[src/rtl/vic_pkg.sv]
package vic_pkg;
  localparam int CTL_W  = 8;
  localparam int MASK_N = 3;
  localparam int VEC_W  = 16;

  // control byte fields (positions decoded by the core's software)
  localparam int C_MSE = 3;
  localparam int C_CLR = 4;
  localparam int C_SOE = 6;
  localparam int C_SOD = 7;
  localparam int C_RSV = 5;

  typedef enum logic [2:0] {
    SRC_NONE = 3'd0,
    SRC_NV   = 3'd1,
    SRC_L55  = 3'd2,
    SRC_L65  = 3'd3,
    SRC_L75  = 3'd4,
    SRC_TRAP = 3'd5
  } src_e;

  function automatic logic [VEC_W-1:0] vec_of(src_e s);
    case (s)
      SRC_TRAP: vec_of = VEC_W'(16'h0024);
      SRC_L75:  vec_of = VEC_W'(16'h003C);
      SRC_L65:  vec_of = VEC_W'(16'h0034);
      SRC_L55:  vec_of = VEC_W'(16'h002C);
      default:  vec_of = '0;
    endcase
  endfunction
endpackage

[src/rtl/vic_sync.sv]
module vic_sync #(
  parameter int STAGES = 2,
  parameter int W      = 1
) (
  input  logic         clk,
  input  logic         rst,
  input  logic [W-1:0] d,
  output logic [W-1:0] q
);
  logic [W-1:0] chain [STAGES];

  generate
    for (genvar g = 0; g < STAGES; g++) begin : g_stage
      if (g == 0) begin : g_first
        always_ff @(posedge clk) begin
          if (rst) chain[0] <= '0;
          else     chain[0] <= d;
        end
      end else begin : g_next
        always_ff @(posedge clk) begin
          if (rst) chain[g] <= '0;
          else     chain[g] <= chain[g-1];
        end
      end
    end
  endgenerate

  assign q = chain[STAGES-1];
endmodule

[src/rtl/vic_mask_regs.sv]
module vic_mask_regs
  import vic_pkg::*;
(
  input  logic              clk,
  input  logic              rst,
  input  logic              we,
  input  logic [CTL_W-1:0]  wdata,
  input  logic              ien_set,
  input  logic              ien_clr,
  input  logic              ack_maskable,
  input  logic              ack_l75,
  input  logic              edge75_in,
  output logic [MASK_N-1:0] mask,
  output logic              ien,
  output logic              latch75,
  output logic              sout
);
  logic edge75_d;

  always_ff @(posedge clk) begin
    if (rst) begin
      mask     <= '1;
      ien      <= 1'b0;
      latch75  <= 1'b0;
      sout     <= 1'b0;
      edge75_d <= 1'b0;
    end else begin
      edge75_d <= edge75_in;
      if (we && wdata[C_MSE]) mask <= wdata[MASK_N-1:0];
      if (we && wdata[C_SOE]) sout <= wdata[C_SOD];
      if (ack_maskable || ien_clr) ien <= 1'b0;
      else if (ien_set)            ien <= 1'b1;
      if ((we && wdata[C_CLR]) || ack_l75)  latch75 <= 1'b0;
      else if (edge75_in && !edge75_d)      latch75 <= 1'b1;
    end
  end


  mask_keep_chk: assert property (@(posedge clk) disable iff (rst)
    (we && !wdata[C_MSE]) |=> $stable(mask));


  latch_clr_chk: assert property (@(posedge clk) disable iff (rst)
    (we && wdata[C_CLR]) |=> !latch75);


  ign_bit_chk: assert property (@(posedge clk) disable iff (rst)
    (we && wdata[C_RSV] && !wdata[C_MSE] && !wdata[C_SOE]) |=> ($stable(mask) && $stable(sout)));


  latch_hold_chk: assert property (@(posedge clk) disable iff (rst)
    (latch75 && !(we && wdata[C_CLR]) && !ack_l75) |=> latch75);


  ien_drop_chk: assert property (@(posedge clk) disable iff (rst)
    ack_maskable |=> !ien);
endmodule

[src/rtl/vic_arbiter.sv]
module vic_arbiter
  import vic_pkg::*;
(
  input  logic              clk,
  input  logic              rst,
  input  logic              trap_s,
  input  logic              l55,
  input  logic              l65,
  input  logic              nv_req,
  input  logic              latch75,
  input  logic [MASK_N-1:0] mask,
  input  logic              ien,
  input  logic              chk,
  input  logic              ack,
  output logic              irq_valid,
  output src_e              irq_src,
  output logic [VEC_W-1:0]  irq_vector,
  output logic              ack_maskable,
  output logic              ack_l75
);
  logic trap_d, trap_pend, ack_hit;
  src_e win;

  assign ack_hit      = ack && irq_valid;
  assign ack_maskable = ack_hit && (irq_src != SRC_TRAP);
  assign ack_l75      = ack_hit && (irq_src == SRC_L75);

  always_ff @(posedge clk) begin
    if (rst) begin
      trap_d    <= 1'b0;
      trap_pend <= 1'b0;
    end else begin
      trap_d <= trap_s;
      if (!trap_s)                             trap_pend <= 1'b0;
      else if (!trap_d)                        trap_pend <= 1'b1;
      else if (ack_hit && irq_src == SRC_TRAP) trap_pend <= 1'b0;
    end
  end

  always_comb begin
    win = SRC_NONE;
    if (trap_pend && trap_s)           win = SRC_TRAP;
    else if (ien) begin
      if (latch75 && !mask[2])         win = SRC_L75;
      else if (l65 && !mask[1])        win = SRC_L65;
      else if (l55 && !mask[0])        win = SRC_L55;
      else if (nv_req)                 win = SRC_NV;
    end
  end

  always_ff @(posedge clk) begin
    if (rst || ack_hit) begin
      irq_valid  <= 1'b0;
      irq_src    <= SRC_NONE;
      irq_vector <= '0;
    end else if (!irq_valid && chk && win != SRC_NONE) begin
      irq_valid  <= 1'b1;
      irq_src    <= win;
      irq_vector <= vec_of(win);
    end
  end


  hold_chk: assert property (@(posedge clk) disable iff (rst)
    (irq_valid && !ack) |=> (irq_valid && $stable(irq_src) && $stable(irq_vector)));


  ien_gate_chk: assert property (@(posedge clk) disable iff (rst)
    ($rose(irq_valid) && irq_src != SRC_TRAP) |-> $past(ien));


  trap_lvl_chk: assert property (@(posedge clk) disable iff (rst)
    ($rose(irq_valid) && irq_src == SRC_TRAP) |-> $past(trap_s));
endmodule

[src/rtl/vic_ctrl.sv]
module vic_ctrl
  import vic_pkg::*;
#(
  parameter int SYNC_STAGES = 2
) (
  input  logic              clk,
  input  logic              rst,
  input  logic              trap_in,
  input  logic              lvl55_in,
  input  logic              lvl65_in,
  input  logic              edge75_in,
  input  logic              nv_req_in,
  input  logic              ctl_we,
  input  logic [CTL_W-1:0]  ctl_wdata,
  input  logic              ien_set,
  input  logic              ien_clr,
  input  logic              chk_strobe,
  input  logic              ack,
  input  logic              sin_pin,
  output logic [CTL_W-1:0]  stat_rdata,
  output logic              sout_pin,
  output logic              irq_valid,
  output logic [2:0]        irq_src,
  output logic [VEC_W-1:0]  irq_vector
);
  logic              trap_s, ien, latch75, ack_maskable, ack_l75;
  logic [MASK_N-1:0] mask;
  src_e              src;

  vic_sync #(.STAGES(SYNC_STAGES), .W(1)) u_trap_sync (
    .clk(clk), .rst(rst), .d(trap_in), .q(trap_s)
  );

  vic_mask_regs u_regs (
    .clk(clk), .rst(rst), .we(ctl_we), .wdata(ctl_wdata),
    .ien_set(ien_set), .ien_clr(ien_clr),
    .ack_maskable(ack_maskable), .ack_l75(ack_l75),
    .edge75_in(edge75_in), .mask(mask), .ien(ien),
    .latch75(latch75), .sout(sout_pin)
  );

  vic_arbiter u_arb (
    .clk(clk), .rst(rst), .trap_s(trap_s), .l55(lvl55_in), .l65(lvl65_in),
    .nv_req(nv_req_in), .latch75(latch75), .mask(mask), .ien(ien),
    .chk(chk_strobe), .ack(ack), .irq_valid(irq_valid), .irq_src(src),
    .irq_vector(irq_vector), .ack_maskable(ack_maskable), .ack_l75(ack_l75)
  );

  assign irq_src = src;

  always_ff @(posedge clk) begin
    if (rst) stat_rdata <= '0;
    else     stat_rdata <= {sin_pin, latch75, lvl65_in, lvl55_in, ien, mask};
  end
endmodule

[config.mk]
export PLATFORM = sky130hd
export DESIGN_NAME = vic_ctrl
export DESIGN_NICKNAME = d
export VERILOG_FILES = /design/src/rtl/vic_pkg.sv /design/src/rtl/vic_sync.sv /design/src/rtl/vic_mask_regs.sv /design/src/rtl/vic_arbiter.sv /design/src/rtl/vic_ctrl.sv
export SDC_FILE = /design/constraint.sdc
export NUM_CORES = 1
export LEC_CHECK = 0
export BUFFER_PORTS_ARGS = -buffer_cell sky130_fd_sc_hd__buf_2
export CORE_AREA = 5 5 46 78
export DETAILED_ROUTE_END_ITERATION = 8
export DIE_AREA = 0 0 51 83
export GPL_TIMING_DRIVEN = 0
export PLACE_DENSITY = 0.72
export SYNTH_ARGS = -nofsm -noshare
export SYNTH_HDL_FRONTEND = slang
export SYNTH_HIERARCHICAL = 1
export SYNTH_SLANG_ARGS = --single-unit
[constraint.sdc]
create_clock -name clk -period 1.15 [get_ports clk]
set_input_delay 0.115 -clock clk [delete_from_list [all_inputs] [get_ports clk]]
set_output_delay 0.115 -clock clk [all_outputs]
set_load 0.02 [all_outputs]
==> qor.yml, run 1 <==
cts:
  cts_tree: "built"
  clkSinkCount: 26
  clkTransAtPathRegs_ps: 90
  cts_buffer_depth: 2
  ctsRootBufferMaster: "clkbuf_8"
  numCtsBuffers: 3
  ctsHtreeMaxLevel: 1
  insertion_delay_ps: 260
sta:
  layout_setup_ws_ps: -211.0
  drv_slew: 0
  setup_viol: 6
  period_needed_ps: 1361
  clock_skew_ps: 1.151
  rsz0062_at_grt: "true"
  hold_violations: 0
  period_share_pct: 118.3
  finalSetupTns_ps: -854.6
  hold_slack_ps: 52.89
  fmax_mhz: 734.8
global_route:
  antenna_found_initial: 0
  grt_pass1_vias: 1089
  grt_max_degree: 21
  grt_remaining_overflow: 0
  grt_pass1_wl_um: 4450
  track_usage_pct: 13.24
routing:
  ant_nets: 0
  routed-wl-met3_um: 126
  wl_met2_um: 1619
  first_pass_iters: 4
  drc_errors: 0
  drt_iter0_markers: 16
  avgRoutedWirePerCell_um: 13.71
  num_vias: 1001
  finalWirelength_um: 2783
  met1_length_um: 939
  vias_per_cell: 4.931
  topRoutingLayerUsed: "met4"
final_layout:
  fin_cells: 203
  fillers: 266
  antennaDiodeCount: 0
  drive_gt1_share_pct: 48.00
  final_nets: 197
  area_growth_pct: 39.58
hold_path:
  min_path_type: "in -> reg"
setup_path:
  endpoint_kind: "register"
  cp_max_fo: 4
  cp-start-kind: "register"
  crit_type: "reg -> reg"
  cp_data_arrival_time_ps: 1520
  required_ps: 1310
placed_design:
  dp_hpwl_um: 1999
  dpl.cell_count: 193
  post-place-ws_ps: -253.4
  io_buffers: 36
  place_congestion: 0.7492
die:
  io_pins: 50
  initial_utilization_pct: 39.41
  die-area_sq_um: 4233
  row_count: 26
  die_h_um: 83
  core_area_sq_um: 2895
  die_w_um: 51
power_and_ir_drop:
  p_clk_share_pct: 36.4
  pwr-share-comb_pct: 15.7
  intPower_uw: 1555
  ir_worst_vdd_v: 0.0007672
  power_frac_seq_pct: 47.8
  p_leak_uw: 0.0007345
  powerDensity_nw_per_um2: 1277
  switching_share_pct: 23.55
  p_switching_uw: 479.0
synthesis:
  synth_warnings: 6
  seq_area_frac_synth_pct: 45.61
  synth.area.top_cells: "dfxtp_1 (46%), buf_4 (8.6%), nor2b_1 (8.2%)"
  synth_seq_cells: 26
  synth_largest_area_cell: "dfxtp_1"
  synth_cells: 118
  synth_cell_types: 36
  synth_top_area_share_pct: 45.61
  avgSynthCellArea_sq_um: 9.670
  synthesis.area_sq_um: 1141
run:
  drv_cap: 0
outcome:
  violations: "setup timing"
  status: "complete, but fails checks"
[state kept, by name (all words and copies together), names as in the netlist]
register / flops
u_regs/sout: 1
u_regs/edge75_d: 1
u_arb/irq_src: 3
u_regs/mask: 3
u_arb/trap_pend: 1
u_arb/trap_d: 1
u_regs/ien: 1
u_arb/irq_valid: 1
stat_rdata: 8
u_trap_sync/chain: 2
u_regs/latch75: 1
u_arb/irq_vector: 3
[repair_timing]
action,CTS,global route
hold endpoints to repair,1,0
buffers inserted,5,0
setup endpoints to repair,8,8
hold buffers,1,0
resized for setup,15,9
pin swaps,4,2
gates cloned,0,0
[through the flow]
stage	cell area (sq um)	power, uW	utilization [%]
floorplan	1182	1176	-
global placement	1398	1263	48.27
detailed placement	1398	1270	48.27
CTS	1558	2042	53.80
global route	1593	2117	55.01
finish	1593	2034	55.01
[logic make-up (layout without fill, tap and decap cells)]
family | count (synthesis) | after routing | synth area share [%]
DFF | 26 | 26 | 45.61
other | 1 | 12 | 0.3286
buffers and inverters | 13 | 59 | 8.552
and+or+nand+nor | 44 | 44 | 22.92
AOI/OAI and AO/OA | 34 | 34 | 22.59
[cell usage in the layout, fill, tap and decap left out, drive strengths merged, types with 4 or more instances in the layout]
cell type and instances:
conb 12, nor2b 17, dfxtp 26, nand2 7
nand3 4, buf 54, a21oi 12
[power groups by stage]
stage               Sequential (uW)  Clock [uW]  Combinational, uW
floorplan                      1020           0                158
global placement                990           0                273
detailed placement              991           0                279
CTS                             971         765                306
global route                    980         791                346
finish                          973         741                320
[metal layers]
metal	GRT usage, %	vias up
met3	2.330	8
li1	-	506
met4	8.088	0
met2	25.97	24
met1	11.36	463
met5	0	-
[cell usage after synthesis (all sizes together)]
cell     number
dfxtp        26
nor2b        17
buf          13
a21oi        12
nand2         7
nand3         4
a211o         3
and3          3
nand2b        3
nor2          3
o21ai         3
a211oi        2
a21boi        2
o21a          2
o31a          2
a21bo         1
a21o          1
a2bb2oi       1
and2          1
and2b         1
conb          1
nand4         1
nor3          1
nor3b         1
nor4          1
o2111ai       1
o21bai        1
o221a         1
o22ai         1
o41ai         1
or2b          1
[critical path: stages, from the launching register on]
cell and delay, ps:
dfxtp_2 340, and2b_2 240, o41ai_4 320, a21oi_2 120, o221a_1 230
[cell type report]
cell class	instances	area [sq um]	share of cell area [%]
Tap cell	28	35.03	2.200
Clock buffer	3	41.29	2.592
Buffer	13	97.59	6.127
Sequential cell	26	525.5	32.99
Timing Repair Buffer	42	231.5	14.53
Clock inverter	1	30.03	1.885
Multi-Input combinational cell	90	631.9	39.67
[worst paths after layout]
kind                            depth (start not counted)  slack, ps                                to                   startpoint
worst max-delay path                                    4       -210  u_arb/irq_vector[4]$_SDFFE_PP0P_  u_regs/mask[0]$_SDFFE_PP1P_
worst min-delay path                                    2         50   u_trap_sync/chain[0]$_SDFF_PP0_                      trap_in
worst max register to register                          4       -210  u_arb/irq_vector[4]$_SDFFE_PP0P_  u_regs/mask[0]$_SDFFE_PP1P_
worst min register to register                          1        450      u_arb/trap_pend$_SDFFE_PP0P_      u_arb/trap_d$_SDFF_PP0_
Note: power is estimated with default switching activity, not from simulation.
==> run 2: changes to the inputs <==
--- a/config.mk
+++ b/config.mk
@@ -6,12 +6,13 @@
 export NUM_CORES = 1
 export LEC_CHECK = 0
 export BUFFER_PORTS_ARGS = -buffer_cell sky130_fd_sc_hd__buf_2
-export CORE_AREA = 5 5 46 78
+export CORE_AREA = 2 2 43 75
 export DETAILED_ROUTE_END_ITERATION = 8
-export DIE_AREA = 0 0 51 83
+export DIE_AREA = 0 0 45 77
 export GPL_TIMING_DRIVEN = 0
 export PLACE_DENSITY = 0.72
 export SYNTH_ARGS = -nofsm -noshare
 export SYNTH_HDL_FRONTEND = slang
 export SYNTH_HIERARCHICAL = 1
 export SYNTH_SLANG_ARGS = --single-unit
+export TNS_END_PERCENT = 1
==> qor.yml, run 2 (synthesized netlist as in run 1, its figures left out) <==
setup_path:
  critPathSlowestCell: "dfxtp_2"
  slowest_delay_ps: 350  # about the same
  crit_type: "reg -> reg"
  endpoint_kind: "register"
  cp_data_arrival_time_ps: 1550  # +30 ps
  r2r_slack_ps: -230  # -20 ps
  regToRegStartpoint: "u_regs/mask[0]$_SDFFE_PP1P_"
  r2r_cells: 4  # unchanged
  reg2reg_to: "u_arb/irq_vector[4]$_SDFFE_PP0P_"
  cp_cell_sequence: "and2b_1 -> o41ai_4 -> a21oi_2 -> o221a_1"
  required_ps: 1310  # about the same
  cp-start-kind: "register"
  cp_max_fo: 4  # unchanged
routing:
  vias_per_cell: 4.934  # about the same
  drt_iter0_markers: 19  # +3
  num_vias: 977  # -2.4%
  avgRoutedWirePerCell_um: 12.29  # -10%
  first_pass_iters: 4  # unchanged
  finalWirelength_um: 2433  # -13%
  ant_nets: 0  # unchanged
  drc_errors: 0  # unchanged
die:
  row_count: 26  # unchanged
  core_area_sq_um: 2863  # -1.1%
  die_w_um: 45  # -12%
  initial_utilization_pct: 39.86  # +0.45 points
  die_h_um: 77  # -7.2%
  io_pins: 50  # unchanged
  die-area_sq_um: 3465  # -18%
final_layout:
  antennaDiodeCount: 0  # unchanged
  final_nets: 192  # -2.5%
  largest_reg_flops: 8  # unchanged
  final_common_cell: "buf_2"
  area_growth_pct: 32.57
  largest_register: "stat_rdata"
  fillers: 278  # +4.5%
  layout_common_cells: "buf_2 (36), dfxtp_1 (21), nor2b_1 (13), buf_4 (13), conb_1 (12)"
  drive_gt1_share_pct: 41.76  # -6.2 points
global_route:
  grt_pass1_wl_um: 3898  # -12%
  grt_max_degree: 21  # unchanged
  grt_pass1_vias: 930  # -15%
  grt_remaining_overflow: 0  # unchanged
  antenna_found_initial: 0  # unchanged
  track_usage_pct: 14.88  # +1.6 points
sta:
  period_share_pct: 120.2  # +1.8 points
  layout_setup_ws_ps: -231.9  # -20.89 ps
  fmax_mhz: 723.7  # -1.5%
  clock_skew_ps: 1.322  # +0.1710 ps
  hold_violations: 0  # unchanged
  hold_slack_ps: 52.57  # -0.3237 ps
  drv_slew: 0  # unchanged
  period_needed_ps: 1382  # +20.89 ps
  rsz0062_at_grt: "true"
  setup_viol: 6  # unchanged
run:
  drv_cap: 0  # unchanged
placed_design:
  place_congestion: 0.7747  # +3.4%
  io_buffers: 36  # unchanged
  dp_hpwl_um: 1828  # -8.6%
hold_path:
  hp-start: "sin_pin"
  min_path_type: "in -> reg"
  min_path_cells: 2  # unchanged
  worst_hold_path.endpoint: "stat_rdata[7]$_SDFF_PP0_"
cts:
  clkSinkCount: 26  # unchanged
  insertion_delay_ps: 260  # about the same
  ctsHtreeMaxLevel: 1  # unchanged
  cts_buffer_depth: 2  # unchanged
  numCtsBuffers: 3  # unchanged
  cts_setup_buffers: 0  # -5
  ctsRootBufferMaster: "clkbuf_8"
  clkTransAtPathRegs_ps: 90  # about the same
  cts_tree: "built"
power_and_ir_drop:
  switching_share_pct: 23.38  # -0.17 points
  intPower_uw: 1540  # -0.95%
  power_frac_seq_pct: 48.5  # +0.7 points
  p_switching_uw: 470.1  # -1.9%
  powerDensity_nw_per_um2: 1329  # +4.1%
  ir_worst_vdd_v: 0.0007135  # -7.0%
  p_total_uw: 2010  # -1.2%
  p_clk_share_pct: 37.1  # +0.7 points
  p_leak_uw: 0.0007059  # -3.9%
  pwr-share-comb_pct: 14.4  # -1.3 points
outcome:
  violations: "setup timing"
  status: "complete, but fails checks"
## run 2: area by class of cell
class / instances / area (sq um) / area share (%)
buffer: 13 / 97.59 / 6.452
clock buffer: 3 / 41.29 / 2.730
clock inverter: 1 / 30.03 / 1.985
multi-input combinational: 90 / 591.8 / 39.12
sequential: 26 / 526.8 / 34.82
tap: 28 / 35.03 / 2.316
timing repair buffer: 37 / 190.2 / 12.57
## run 2: timing repair
action	4_1_cts	5_1_grt
hold buffers	0	1
pin swaps	0	1
setup endpoints to repair	7	8
hold endpoints to repair	0	1
gates resized for setup	2	12
## run 2: worst max-delay path: cells and delay by family, from the launching register on
family          cells  cell delay, ps
compound gates      3             690
simple gates        1             240
flops               1             350
## run 2: power groups by stage
stage	Clock [uW]	Sequential, uW	Combinational (uW)
4_1_cts	771	972	279
3_5_place_dp	0	992	278
6_report	746	975	289
2_1_floorplan	0	1020	158
3_3_place_gp	0	989	273
5_1_grt	806	983	314
## run 2: how the worst max path moves through the flow
stage	start	endpoint	slack, ps	cells after the start
floorplan	u_regs/mask[0]$_SDFFE_PP1P_	u_arb/irq_vector[4]$_SDFFE_PP0P_	-110	4
global placement	u_regs/mask[0]$_SDFFE_PP1P_	u_arb/irq_vector[4]$_SDFFE_PP0P_	-220	4
detailed placement	u_regs/mask[0]$_SDFFE_PP1P_	u_arb/irq_valid$_SDFFE_PP0P_	-250	4
CTS	u_regs/mask[0]$_SDFFE_PP1P_	u_arb/irq_valid$_SDFFE_PP0P_	-270	4
global route	u_regs/mask[0]$_SDFFE_PP1P_	u_arb/irq_vector[4]$_SDFFE_PP0P_	-300	4
finish	u_regs/mask[0]$_SDFFE_PP1P_	u_arb/irq_vector[4]$_SDFFE_PP0P_	-230	4
## run 2: per-layer routing
layer / wire, um / vias up / track usage, %
met5: 0 / - / 0
met4: 25 / 0 / 5.882
met3: 116 / 2 / 3.059
met2: 1406 / 25 / 28.14
met1: 884 / 453 / 14.33
li1: - / 497 / -
## run 2: metrics by stage
| stage | cells | utilization [%] | setup TNS, ps | setup slack [ps] | cell area [sq um] |
|---|---|---|---|---|---|
| after global placement | 193 | 48.82 | -788.6 | -221.2 | 1398 |
| after global routing | 198 | 52.84 | -1397 | -303.6 | 1513 |
| after CTS | 197 | 51.44 | -1126 | -266.6 | 1473 |
| after detailed placement | 193 | 48.82 | -966.4 | -246.9 | 1398 |
| final | 198 | 52.84 | -835.8 | -231.9 | 1513 |
| after floorplan | 129 | - | -210.0 | -107.2 | 1182 |
==> run 3: changes to the inputs <==
--- a/config.mk
+++ b/config.mk
@@ -6,6 +6,7 @@
 export NUM_CORES = 1
 export LEC_CHECK = 0
 export BUFFER_PORTS_ARGS = -buffer_cell sky130_fd_sc_hd__buf_2
+export CAP_MARGIN = 30
 export CORE_AREA = 2 2 43 75
 export DETAILED_ROUTE_END_ITERATION = 8
 export DIE_AREA = 0 0 45 77
@@ -15,4 +16,3 @@
 export SYNTH_HDL_FRONTEND = slang
 export SYNTH_HIERARCHICAL = 1
 export SYNTH_SLANG_ARGS = --single-unit
-export TNS_END_PERCENT = 1
==> constraint.sdc (replaced) <==
create_clock -name clk -period 1.15 [get_ports clk]
set_input_delay 0.0575 -clock clk [delete_from_list [all_inputs] [get_ports clk]]
set_output_delay 0.0575 -clock clk [all_outputs]
set_load 0.02 [all_outputs]
==> qor.yml, run 3 (synthesized netlist as in run 1, its figures left out) <==
outcome:
  status: "complete, but fails checks"
  violations: "setup timing"
final_layout:
  largest_register: "stat_rdata"
  largest_reg_flops: 8  # unchanged
  stdcell_area_sq_um: 1635  # +8.1%
  layout_common_cells: "buf_2 (36), dfxtp_1 (21), buf_4 (18), nor2b_1 (14), conb_1 (12)"
  final_common_cell: "buf_2"
  final_nets: 200  # +4.2%
  drive_gt1_share_pct: 48.88  # +7.1 points
  final_util_pct: 57.12  # +4.3 points
  antennaDiodeCount: 0  # unchanged
  fillers: 268  # -3.6%
  area_growth_pct: 43.31
sta:
  period_needed_ps: 1342  # -39.50 ps
  fmax_mhz: 745.0  # +2.9%
  setup_viol: 7  # +1
  hold_violations: 0  # unchanged
  clock_skew_ps: 1.319  # -0.003270 ps
  period_share_pct: 116.7  # -3.4 points
  hold_slack_ps: 11.47  # -41.10 ps
  layout_setup_ws_ps: -192.3  # +39.51 ps
  rsz0062_at_grt: "true"
  drv_slew: 0  # unchanged
global_route:
  grt_pass1_wl_um: 4160  # +6.7%
  gr-usage-met2_pct: 30.29  # +2.1 points
  track_usage_pct: 15.96  # +1.1 points
  met1_usage_pct: 15.91  # +1.6 points
  use_met3_pct: 3.059  # unchanged
  antenna_found_initial: 0  # unchanged
  grt_remaining_overflow: 0  # unchanged
  grt_max_degree: 21  # unchanged
  grt_pass1_vias: 970  # +4.3%
  grt_busiest_layer: "met2"
placed_design:
  post-place-ws_ps: -243.6  # +3.265 ps
  io_buffers: 36  # unchanged
  place_area_sq_um: 1398  # unchanged
  place_congestion: 0.7747  # unchanged
  dp_hpwl_um: 1830  # +0.14%
setup_path:
  cp_max_fo: 4  # unchanged
  endpoint_kind: "register"
  worst-path-buf-inv: 0  # unchanged
  critPathSlowestCell: "dfxtp_2"
  path_depth: 4  # unchanged
  crit_type: "reg -> reg"
  cp_top_family: "compound AO/OA/AOI/OAI gates"
  cp_data_arrival_time_ps: 1510  # -40 ps
  cp_cell_sequence: "and2b_2 -> o41ai_4 -> a21oi_2 -> o221a_1"
  slowest_delay_ps: 330  # -20 ps
  cp-start-kind: "register"
  required_ps: 1310  # about the same
  r2r_cells: 4  # unchanged
hold_path:
  min_path_type: "in -> reg"
  min_path_cells: 2  # unchanged
cts:
  ctsRootBufferMaster: "clkbuf_8"
  cts_buffer_depth: 2  # unchanged
  cts_tree: "built"
  clkSinkCount: 26  # unchanged
  ctsHtreeMaxLevel: 1  # unchanged
  insertion_delay_ps: 260  # about the same
  numCtsBuffers: 3  # unchanged
  clkTransAtPathRegs_ps: 90  # about the same
die:
  core_area_sq_um: 2863  # unchanged
  initial_utilization_pct: 39.86  # unchanged
  die_w_um: 45  # unchanged
  io_pins: 50  # unchanged
  die_h_um: 77  # unchanged
  die-area_sq_um: 3465  # unchanged
  row_count: 26  # unchanged
power_and_ir_drop:
  p_total_uw: 2041  # +1.5%
  powerDensity_nw_per_um2: 1248  # -6.1%
  ir_worst_vdd_v: 0.0008506  # +19%
  p_leak_uw: 0.0007582  # +7.4%
routing:
  first_pass_iters: 4  # unchanged
  vias_per_cell: 4.932  # about the same
  avgRoutedWirePerCell_um: 12.91  # +5.1%
  drt_iter0_markers: 15  # -4
  ant_nets: 0  # unchanged
  finalWirelength_um: 2660  # +9.3%
  drc_errors: 0  # unchanged
  num_vias: 1016  # +4.0%
run:
  drv_cap: 0  # unchanged
==> run 3: cell types whose count changed in the layout (fill, tap and decap cells not counted), sizes merged <==
| cell | delta |
|---|---|
| dlygate4sd3 | +2 |
| buf | +6 |
==> run 3: worst register-to-register path: stages, from the launching register on <==
cell and delay, ps:
dfxtp_2 330, and2b_2 240, o41ai_4 330, a21oi_2 110, o221a_1 230
==> run 3: layout make-up <==
class                   instances  area, sq um  share of cell area (%)
plain buffers                  13        97.59                   5.968
multi-input cells              90        645.6                   39.48
repair buffers                 45        259.0                   15.84
clock buffers                   3        41.29                   2.525
clock inverters                 1        30.03                   1.836
flip-flops and latches         26        526.8                   32.21
well taps                      28        35.03                   2.142
==> run 3: report_power, final <==
group,total [uW],internal [uW],switching [uW]
logic,329,153,176
clock network,738,465,273
registers,974,945,29.6
==> run 3: final timing paths <==
kind,start,end,slack (ps)
worst min register to register,u_arb/trap_d$_SDFF_PP0_,u_arb/trap_pend$_SDFFE_PP0P_,440
worst min-delay path,lvl65_in,stat_rdata[5]$_SDFF_PP0_,10
worst max register to register,u_regs/mask[0]$_SDFFE_PP1P_,u_arb/irq_vector[4]$_SDFFE_PP0P_,-190
worst max-delay path,u_regs/mask[0]$_SDFFE_PP1P_,u_arb/irq_vector[4]$_SDFFE_PP0P_,-190
==> run 3: what timing repair did <==
action                                 in CTS  in global routing
resized for setup                          13                 14
setup endpoints to repair                   7                  8
endpoints found under the hold margin       3                  0
pin swaps                                   8                  5
setup buffers                               4                  2
hold buffers                                3                  0
==> run 3: per-layer routing <==
layer  wire length, um  vias up
li1                  -      515
met1               932      472
met2              1579       27
met3               123        2
met4                25        0
met5                 0        -
==> run 3: metrics by stage <==
step,cells,TNS [ps]
after floorplan,129,-210.0
after global routing,206,-1442
after CTS,204,-783.8
after global placement,193,-791.8
after detailed placement,193,-946.1
final,206,-946.6
